### src/rtl/nand_erase_pkg.sv
package nand_erase_pkg;

   typedef enum logic [2:0] {
      ST_IDLE,
      ST_ARM,
      ST_ADDR,
      ST_RUN,
      ST_WAIT,
      ST_STAT,
      ST_READ,
      ST_DONE
   } seq_st_t;

   typedef enum logic [1:0] {
      PH_IDLE,
      PH_LOW,
      PH_HIGH
   } bus_ph_t;

   localparam logic [7:0] OP_ERASE_ARM = 8'h60;
   localparam logic [7:0] OP_ERASE_RUN = 8'hD0;
   localparam logic [7:0] OP_STATUS    = 8'h70;
   localparam int unsigned N_ADDR_CYC  = 3;

endpackage

### src/rtl/nand_bus_strobe.sv
module nand_bus_strobe
   import nand_erase_pkg::*;
#(
   parameter int unsigned CNT_W = 4
) (
   input  logic             clk,
   input  logic             rst_n,
   input  logic             start,
   input  logic             rd,
   input  logic [CNT_W-1:0] t_setup,
   input  logic [CNT_W-1:0] t_hold,
   input  logic [7:0]       din,
   output logic             idle,
   output logic             fin,
   output logic             wr_n,
   output logic             rd_n,
   output logic [7:0]       cap
);

   generate
      if (CNT_W < 1) begin : g_bad_cnt
         $error("nand_bus_strobe: CNT_W must be at least 1");
      end
   endgenerate

   bus_ph_t          ph;
   logic [CNT_W-1:0] cnt;
   logic             rd_l;

   always_ff @(posedge clk or negedge rst_n) begin
      if (!rst_n) begin
         ph   <= PH_IDLE;
         cnt  <= '0;
         rd_l <= 1'b0;
         cap  <= '0;
      end else begin
         case (ph)
            PH_IDLE: if (start) begin
               ph   <= PH_LOW;
               cnt  <= t_setup;
               rd_l <= rd;
            end
            PH_LOW: if (cnt == '0) begin
               ph  <= PH_HIGH;
               cnt <= t_hold;
               if (rd_l) cap <= din;
            end else begin
               cnt <= cnt - 1'b1;
            end
            PH_HIGH: if (cnt == '0) ph <= PH_IDLE;
                     else           cnt <= cnt - 1'b1;
            default: ph <= PH_IDLE;
         endcase
      end
   end

   assign idle = (ph == PH_IDLE);
   assign fin  = (ph == PH_HIGH) && (cnt == '0);
   assign wr_n = !((ph == PH_LOW) && !rd_l);
   assign rd_n = !((ph == PH_LOW) && rd_l);

endmodule

### src/rtl/nand_busy_watch.sv
module nand_busy_watch #(
   parameter int unsigned BUSY_LIMIT = 4096
) (
   input  logic clk,
   input  logic rst_n,
   input  logic arm,
   input  logic rdy,
   output logic ready_evt,
   output logic expire_evt
);

   localparam int unsigned TW = $clog2(BUSY_LIMIT + 1);
   localparam logic [1:0]  W_OFF  = 2'd0;
   localparam logic [1:0]  W_LOW  = 2'd1;
   localparam logic [1:0]  W_HIGH = 2'd2;

   generate
      if (BUSY_LIMIT < 1) begin : g_bad_limit
         $error("nand_busy_watch: BUSY_LIMIT must be at least 1");
      end
   endgenerate

   logic [1:0]    w_st;
   logic [TW-1:0] tcnt;

   assign ready_evt  = (w_st == W_HIGH) && rdy;
   assign expire_evt = (w_st != W_OFF) && !ready_evt && (tcnt == TW'(BUSY_LIMIT));

   always_ff @(posedge clk or negedge rst_n) begin
      if (!rst_n) begin
         w_st <= W_OFF;
         tcnt <= '0;
      end else if (arm) begin
         w_st <= W_LOW;
         tcnt <= '0;
      end else if (ready_evt || expire_evt) begin
         w_st <= W_OFF;
      end else if (w_st != W_OFF) begin
         tcnt <= tcnt + 1'b1;
         if ((w_st == W_LOW) && !rdy) w_st <= W_HIGH;
      end
   end

endmodule

### src/rtl/nand_erase_seq.sv
module nand_erase_seq
   import nand_erase_pkg::*;
#(
   parameter int unsigned ROW_W      = 15,
   parameter int unsigned PAGE_BITS  = 5,
   parameter bit          MASK_PAGE  = 1'b1,
   parameter int unsigned CNT_W      = 4,
   parameter int unsigned BUSY_LIMIT = 4096,
   parameter logic [7:0]  FAIL_MASK  = 8'h01
) (
   input  logic             clk,
   input  logic             rst_n,
   input  logic [CNT_W-1:0] t_setup,
   input  logic [CNT_W-1:0] t_hold,
   input  logic             req_valid,
   output logic             req_ready,
   input  logic [ROW_W-1:0] req_row,
   output logic             done,
   output logic             fail,
   output logic             timeout,
   output logic             nf_sel_n,
   output logic             nf_cmd_en,
   output logic             nf_addr_en,
   output logic             nf_wr_n,
   output logic             nf_rd_n,
   output logic [7:0]       nf_dq_o,
   output logic             nf_dq_oe,
   input  logic [7:0]       nf_dq_i,
   input  logic             nf_rdy
);

   localparam int unsigned AW  = 8 * N_ADDR_CYC;
   localparam int unsigned AIW = $clog2(N_ADDR_CYC);
   localparam logic [AIW-1:0] LAST_AIDX = AIW'(N_ADDR_CYC - 1);

   generate
      if (ROW_W > AW) begin : g_bad_row
         $error("nand_erase_seq: ROW_W does not fit the address cycles");
      end
      if (MASK_PAGE && (PAGE_BITS < 1 || PAGE_BITS >= ROW_W)) begin : g_bad_page
         $error("nand_erase_seq: PAGE_BITS out of range");
      end
   endgenerate

   seq_st_t          st;
   logic [ROW_W-1:0] row_q;
   logic [ROW_W-1:0] row_eff;
   logic [AW-1:0]    row_wide;
   logic [AIW-1:0]   aidx;
   logic             fail_q, tout_q;

   logic       bus_start, bus_rd, bus_idle, bus_fin;
   logic [7:0] bus_cap;
   logic       watch_arm, ready_evt, expire_evt;

   // Page-within-block bits: cleared or passed through
   generate
      if (MASK_PAGE) begin : g_mask
         localparam logic [ROW_W-1:0] KEEP = ~ROW_W'((1 << PAGE_BITS) - 1);
         assign row_eff = row_q & KEEP;
      end else begin : g_pass
         assign row_eff = row_q;
      end
   endgenerate

   assign row_wide = AW'(row_eff);

   // Sequencing
   always_ff @(posedge clk or negedge rst_n) begin
      if (!rst_n) begin
         st     <= ST_IDLE;
         row_q  <= '0;
         aidx   <= '0;
         fail_q <= 1'b0;
         tout_q <= 1'b0;
      end else begin
         case (st)
            ST_IDLE: if (req_valid) begin
               row_q  <= req_row;
               fail_q <= 1'b0;
               tout_q <= 1'b0;
               st     <= ST_ARM;
            end
            ST_ARM: if (bus_fin) begin
               aidx <= '0;
               st   <= ST_ADDR;
            end
            ST_ADDR: if (bus_fin) begin
               if (aidx == LAST_AIDX) st <= ST_RUN;
               else                   aidx <= aidx + 1'b1;
            end
            ST_RUN:  if (bus_fin) st <= ST_WAIT;
            ST_WAIT: if (ready_evt) begin
               st <= ST_STAT;
            end else if (expire_evt) begin
               fail_q <= 1'b1;
               tout_q <= 1'b1;
               st     <= ST_DONE;
            end
            ST_STAT: if (bus_fin) st <= ST_READ;
            ST_READ: if (bus_fin) begin
               fail_q <= |(bus_cap & FAIL_MASK);
               st     <= ST_DONE;
            end
            ST_DONE: st <= ST_IDLE;
            default: st <= ST_IDLE;
         endcase
      end
   end

   // Bus drive per state
   always_comb begin
      nf_cmd_en  = 1'b0;
      nf_addr_en = 1'b0;
      nf_dq_oe   = 1'b0;
      nf_dq_o    = 8'h00;
      bus_rd     = 1'b0;
      case (st)
         ST_ARM:  begin nf_cmd_en = 1'b1; nf_dq_oe = 1'b1; nf_dq_o = OP_ERASE_ARM; end
         ST_ADDR: begin nf_addr_en = 1'b1; nf_dq_oe = 1'b1; nf_dq_o = row_wide[8*aidx +: 8]; end
         ST_RUN:  begin nf_cmd_en = 1'b1; nf_dq_oe = 1'b1; nf_dq_o = OP_ERASE_RUN; end
         ST_STAT: begin nf_cmd_en = 1'b1; nf_dq_oe = 1'b1; nf_dq_o = OP_STATUS; end
         ST_READ: bus_rd = 1'b1;
         default: ;
      endcase
   end

   assign bus_start = bus_idle && (st inside {ST_ARM, ST_ADDR, ST_RUN, ST_STAT, ST_READ});
   assign watch_arm = (st == ST_RUN) && bus_fin;

   nand_bus_strobe #(.CNT_W(CNT_W)) u_bus (
      .clk    (clk),
      .rst_n  (rst_n),
      .start  (bus_start),
      .rd     (bus_rd),
      .t_setup(t_setup),
      .t_hold (t_hold),
      .din    (nf_dq_i),
      .idle   (bus_idle),
      .fin    (bus_fin),
      .wr_n   (nf_wr_n),
      .rd_n   (nf_rd_n),
      .cap    (bus_cap)
   );

   nand_busy_watch #(.BUSY_LIMIT(BUSY_LIMIT)) u_watch (
      .clk       (clk),
      .rst_n     (rst_n),
      .arm       (watch_arm),
      .rdy       (nf_rdy),
      .ready_evt (ready_evt),
      .expire_evt(expire_evt)
   );

   assign req_ready = (st == ST_IDLE);
   assign done      = (st == ST_DONE);
   assign fail      = fail_q;
   assign timeout   = tout_q;
   assign nf_sel_n  = (st == ST_IDLE) || (st == ST_DONE);

endmodule

### config.mk
export PLATFORM = sky130hd
export DESIGN_NAME = nand_erase_seq
export DESIGN_NICKNAME = d
export VERILOG_FILES = /design/src/rtl/nand_erase_pkg.sv /design/src/rtl/nand_bus_strobe.sv /design/src/rtl/nand_busy_watch.sv /design/src/rtl/nand_erase_seq.sv
export SDC_FILE = /design/constraint.sdc
export NUM_CORES = 1
export LEC_CHECK = 0
export BUFFER_PORTS_ARGS = -buffer_cell sky130_fd_sc_hd__buf_2
export CORE_ASPECT_RATIO = 1.1
export CORE_MARGIN = 2
export CORE_UTILIZATION = 30
export DETAILED_ROUTE_END_ITERATION = 6
export SYNTH_ARGS = -nofsm -noshare
export SYNTH_HDL_FRONTEND = slang
export SYNTH_SLANG_ARGS = --single-unit
export TNS_END_PERCENT = 30
### constraint.sdc
create_clock -name clk -period 2.1 [get_ports clk]
set_clock_uncertainty 0.2 [all_clocks]
set_input_delay 0.105 -clock clk [delete_from_list [all_inputs] [get_ports clk]]
set_output_delay 0.105 -clock clk [all_outputs]
set_load 0.02 [all_outputs]
## Word level (Yosys, flattened, before mapping)

Cells that the tools add are included.

- Logic and storage cells: 125
- Flip-flop bits (word level): 45

- Add/sub/neg operators: 3
- Equality and inequality tests: 29
- Reductions and logical operators: 41
- Mux-type cells: 40
- Shift-type cells: 1

Operators by type and width:

| operator | number |
|---|---|
| 13-bit two-way mux | 3 |
| 8-bit case mux with 4 select lines | 1 |
| 3-bit two-way mux | 9 |
| 3-bit case mux with 8 select lines | 1 |
| 24-bit by 6-bit indexed part select with 8-bit output | 1 |
| 2-bit inequality test, second input constant | 11 |
| 2-bit two-way mux | 10 |
| 13-bit by 1-bit adder with 13-bit output, second input constant | 1 |
| 13-bit == test, second input constant | 1 |
| 3-bit == test, second input constant | 4 |
| 4-bit two-way mux | 3 |
| 4-bit case mux with 3 select lines | 1 |
| 3-bit nonzero test | 4 |
| 1-bit logical AND | 9 |
| 3-bit AND reduction | 3 |
| 1-bit two-way mux | 8 |
| 2-bit by 1-bit inequality test with 1-bit output, second input constant | 4 |
| 2-bit AND reduction | 4 |
| 4-bit AND reduction | 2 |
| 8-bit AND reduction | 1 |
| 2-bit nonzero test | 4 |
| 2-bit == test, second input constant | 3 |
| 3-bit by 2-bit == test with 1-bit output, second input constant | 2 |
| 2-bit case mux with 3 select lines | 1 |
| other kinds (17) | 23 |

## Depth between registers and ports, before layout

- Word-level depth: 8
- Depth in mapped cells: 8
- Mapped depth without buffers: 6

## Modules after synthesis

Synthesis repeated with hierarchy kept, for this count alone.

- Cell total of the unflattened synthesis: 272
- Area, all modules: 2728.9 µm²

By module, submodules not included:

| module | instances | cells each | area an instance (µm²) |
|---|---|---|---|
| nand_erase_seq | 1 | 101 | 1016.0 |
| nand_bus_strobe | 1 | 83 | 878.3 |
| nand_busy_watch | 1 | 88 | 834.6 |

## Worst setup path before layout

Ideal clock, no wire load.

- Path kind: register to register
- Start point: register st[0]
- End point: register row_q[10]
- Cell stages (with the launch flop): 6
- Data arrival time: 1.809 ns
- Library setup time: 0.128 ns
- Data required time: 1.772 ns
- Path slack: -0.037 ns
- Clock period less this slack: 2.137 ns
- Cell sequence: dfrtp_1 > clkbuf_1 > nor3_1 > and2_1 > buf_2 > mux2_1

- Word-level cells in the longest chain between the ends: 2

Ends and longest elaborated chain:

| what | line | text |
|---|---|---|
| start: declaration | nand_erase_seq.sv:45 | `seq_st_t st;` |
| start signal: assignment | nand_erase_seq.sv:71 | `st <= ST_IDLE;` |
| start signal: assignment | nand_erase_seq.sv:82 | `st <= ST_ARM;` |
| start signal: assignment | nand_erase_seq.sv:86 | `st <= ST_ADDR;` |
| 3-bit logical NOT | - |  |
| via req_ready | nand_erase_seq.sv:16 | `output logic req_ready,` |
| 2-bit AND reduction (no source line) | - |  |
| end signal: assignment | nand_erase_seq.sv:79 | `row_q <= req_row;` |
| end: declaration | nand_erase_seq.sv:46 | `logic [ROW_W-1:0] row_q;` |

The timed path passes the listed nets, and every way through them passes these cells.
A chain may end at the register's enable or synchronous reset.

## Worst setup path after layout

- Start point: register st[2]
- End point: output port nf_dq_o[3]

- Word-level cells in the longest chain between the ends: 2
- Elaborated cells between the ends (all ways): 5

Ends and longest elaborated chain:

| what | line | text |
|---|---|---|
| 3-bit == test (tied with other cells) | nand_erase_seq.sv:118 | `case (st)` |
| 8-bit case mux with 4 select lines (*) | nand_erase_seq.sv:118 |  |
| end: declaration | nand_erase_seq.sv:26 | `output logic [7:0] nf_dq_o,` |

Every way passes the cells marked *; elsewhere a longest branch is shown, timed or not.

==> reports/results.ini <==
[outcome]
status=completed

[critical_path]
crit_path_max_incr_delay_ps=460
setup.worst_path.end_class=primary output
worstReg2RegStart=u_watch.tcnt[0]$_DFFE_PN0P_
crit_required_ps=1790
path_class=flip-flop to primary output
critPathArrivalTime_ps=1710
critPathLaunchType=flip-flop
r2r_cells=6
path_max_fanout=6
critPathSlowestCell=dfrtp_2
reg2reg_to=u_watch.tcnt[12]$_DFFE_PN0P_
path_cells=nand2b_1 -> or3_4 -> nor2_4 -> and2_1 -> buf_2
ff2ff_setup_slack_ps=90

[layout]
fill_cells=798
num_antenna_cells=0
layout.nets=374
multi_input_area_um2=1340
area_growth_pct=31.2
utilization=0.401
layout.area.seq_um2=1000
drive_gt1_frac=0.241

[sta]
slew_headroom=0.659
worstMarginPinSlew_ps=511
fin_crit_sh=0.961
slew_violations=0
fmax_ghz=0.495
fin_crit_ps=2020
hold_viol=0
finalSetupViolations=0
rsz0062_at_grt=true

[synthesis]
synth_simple_gate_area_frac=0.217
ys_seq_area_frac=0.416
yosysMostFrequentCell=dfrtp_1
ys_ff_latch=40
yosysWarnings=0
synth_cells=260
synth.cell_area_um2=2410
synth_top_family_by_area=simple AND/OR/NAND/NOR gates
async_flop_share=1.00
synth_fa_ha_area_frac=0.0416
syn_area_per_cell_um2=9.26
yosysUniqueCellTypes=51
synth_ff_type=dfrtp_1
yosys-top-cells-count=40 x dfrtp_1, 19 x o21ai_0, 18 x a21oi_1, 18 x nor2_1, 14 x mux2_1
synth_edf_count=0
synth_top_area_share=0.416
synthMuxAreaShare=0.0738
syn_nets=303
synth.top_cells.by_area=dfrtp_1 42%, mux2_1 6.5%, ha_1 4.2%
yosys.area.top_type=dfrtp_1
synth_compound_area_frac=0.189
synth_xor_area_frac=0.0182

[grt]
gr-total-overflow=0
grt_start_max_net_pins=41
grt_use_total=0.141
grt_pass1_wl_mm=9.77
grt_pass1_vias=2160
grt_antenna_before_repair=0

[detailed_routing]
vias=2219
drc_errors=0
drt-total-wl_mm=5.73
ant_nets=0
avgRoutedWirePerCell_um=13.0
first_pass_iters=4
drt-vias-per-instance=5.04
drtIter0Drc=72

[job]
cap_violations=0

[floorplanning]
start_util=0.306
dieArea_um2=8760
die-width_um=89.4
core_area_um2=7870
std_cell_rows=34
pin_count=53
chipHeight_um=98.0

[power_and_ir_drop]
max-vdd-ir-drop_mv=0.703
p_leak_nw=1.38
pwr_density_cell_nw_per_um2=1150
p_total_mw=3.64

[min_path]
min_path_type=primary input to flip-flop
hold_depth=3
min_to=u_bus.cnt[1]$_DFFE_PN0P_
min_from=t_hold[1]

[clocking]
cts-root-buf=clkbuf_8
cts_made_buffers=5
clk_pin_slew_ps=90
htree_levels=2
clock_path_buffers=2
clk-insertion-delay-late_ps=300
cts_tree=built
clock-sinks=40

[placed_design]
dpl.hpwl_mm=4.04
globalplace.congestion=0.828
port_buffers=40

==> worst max-delay path: cells and delay by family (launching register included) <==
| family | cells | cell delay, ps |
|---|---|---|
| AND/OR/NAND/NOR | 4 | 790 |
| buffers and inverters | 1 | 160 |
| flip-flops | 1 | 460 |
==> stage by stage <==
step           setup slack, ps  cell area, um^2  cells  setup TNS [ps]  hold slack (ps)
2_1_floorplan             72.5             2410    260               0             -391
3_3_place_gp               117             2830    413               0             11.7
3_5_place_dp              47.2             2830    413               0             6.48
4_1_cts                   41.0             3130    440               0             2.09
5_1_grt                  -14.6             3160    440           -16.9             29.7
6_report                  81.8             3160    440               0             12.1
==> cells by family (layout without fill, tap and decap cells) <==
| family | count (synthesis) | count (layout) |
|---|---|---|
| XOR/XNOR | 5 | 5 |
| AO/OA/AOI/OAI | 73 | 73 |
| buffers and inverters | 27 | 99 |
| flip-flops | 40 | 40 |
| multiplexers | 16 | 16 |
| adder cells (fa/ha/maj) | 8 | 8 |
| AND/OR/NAND/NOR | 91 | 91 |
==> worst max path at each step <==
stage                                  startpoint                   to  slack [ps]  depth (start not counted)
final                           st[2]$_DFFE_PN0P_           nf_dq_o[3]          80                          5
after global routing            st[2]$_DFFE_PN0P_           nf_dq_o[2]         -10                          5
after CTS                       st[2]$_DFFE_PN0P_           nf_dq_o[1]          40                          5
after detailed placement        st[1]$_DFFE_PN0P_           nf_dq_o[1]          50                          5
after global placement          st[1]$_DFFE_PN0P_           nf_dq_o[3]         120                          5
after floorplan           u_bus.ph[0]$_DFFE_PN0P_  aidx[0]$_DFFE_PN0P_          70                          7
==> layout make-up <==
cell class / count / share of cell area
clock buffers: 6 / 0.0261
multi-input cells: 193 / 0.423
well taps: 108 / 0.0428
inverters: 13 / 0.0154
clock inverters: 2 / 0.00475
flip-flops and latches: 40 / 0.318
repair buffers: 78 / 0.170
==> cells in the final DEF (no fill, tap or decap), types with 4 or more instances in the layout <==
cell,synthesis,routed
o211ai_1,4,4
o21ai_1,6,6
xor2_1,4,4
nand2b_1,5,5
a21oi_1,18,17
nor2_1,18,17
buf_4,0,22
clkbuf_8,0,6
nand3_1,7,7
dlygate4sd3_1,0,18
dfrtp_1,40,37
o21ai_0,19,19
and2_1,6,6
nand2_1,12,12
inv_1,13,13
o31ai_1,6,6
mux2_1,14,14
and3_1,5,5
or3_1,9,8
ha_1,8,8
buf_2,5,38
nor3_1,6,5
==> sequential cells by signal, summed over array words and instances (netlist names) <==
register      cells
u_bus.ph          2
timeout           1
u_bus.rd_l        1
aidx              2
st                3
row_q            10
u_watch.w_st      2
u_bus.cnt         4
fail              1
u_bus.cap         1
u_watch.tcnt     13
==> layer usage <==
| layer | up-vias | part of all wire | global-route usage |
|---|---|---|---|
| met5 | - | 0 | 0 |
| met4 | 0 | 0.014 | 0.0379 |
| met3 | 5 | 0.026 | 0.0355 |
| met2 | 27 | 0.50 | 0.234 |
| met1 | 1091 | 0.46 | 0.179 |
| li1 | 1096 | - | - |
==> power breakdown <==
part           internal [mW]  switching (mW)  total (mW)
clock                  0.266           0.291       0.557
combinational          0.849            1.03        1.88
sequential              1.00           0.208        1.21
total                   2.12            1.52        3.64
==> timing repair <==
action,in CTS,in global routing
hold buffers,18,0
setup endpoints to repair,6,12
gates resized for setup,5,7
gates cloned,0,0
buffers inserted,1,0
endpoints found under the hold margin,57,0
pin swaps,0,0
Note: power is estimated with default switching activity, not from simulation.
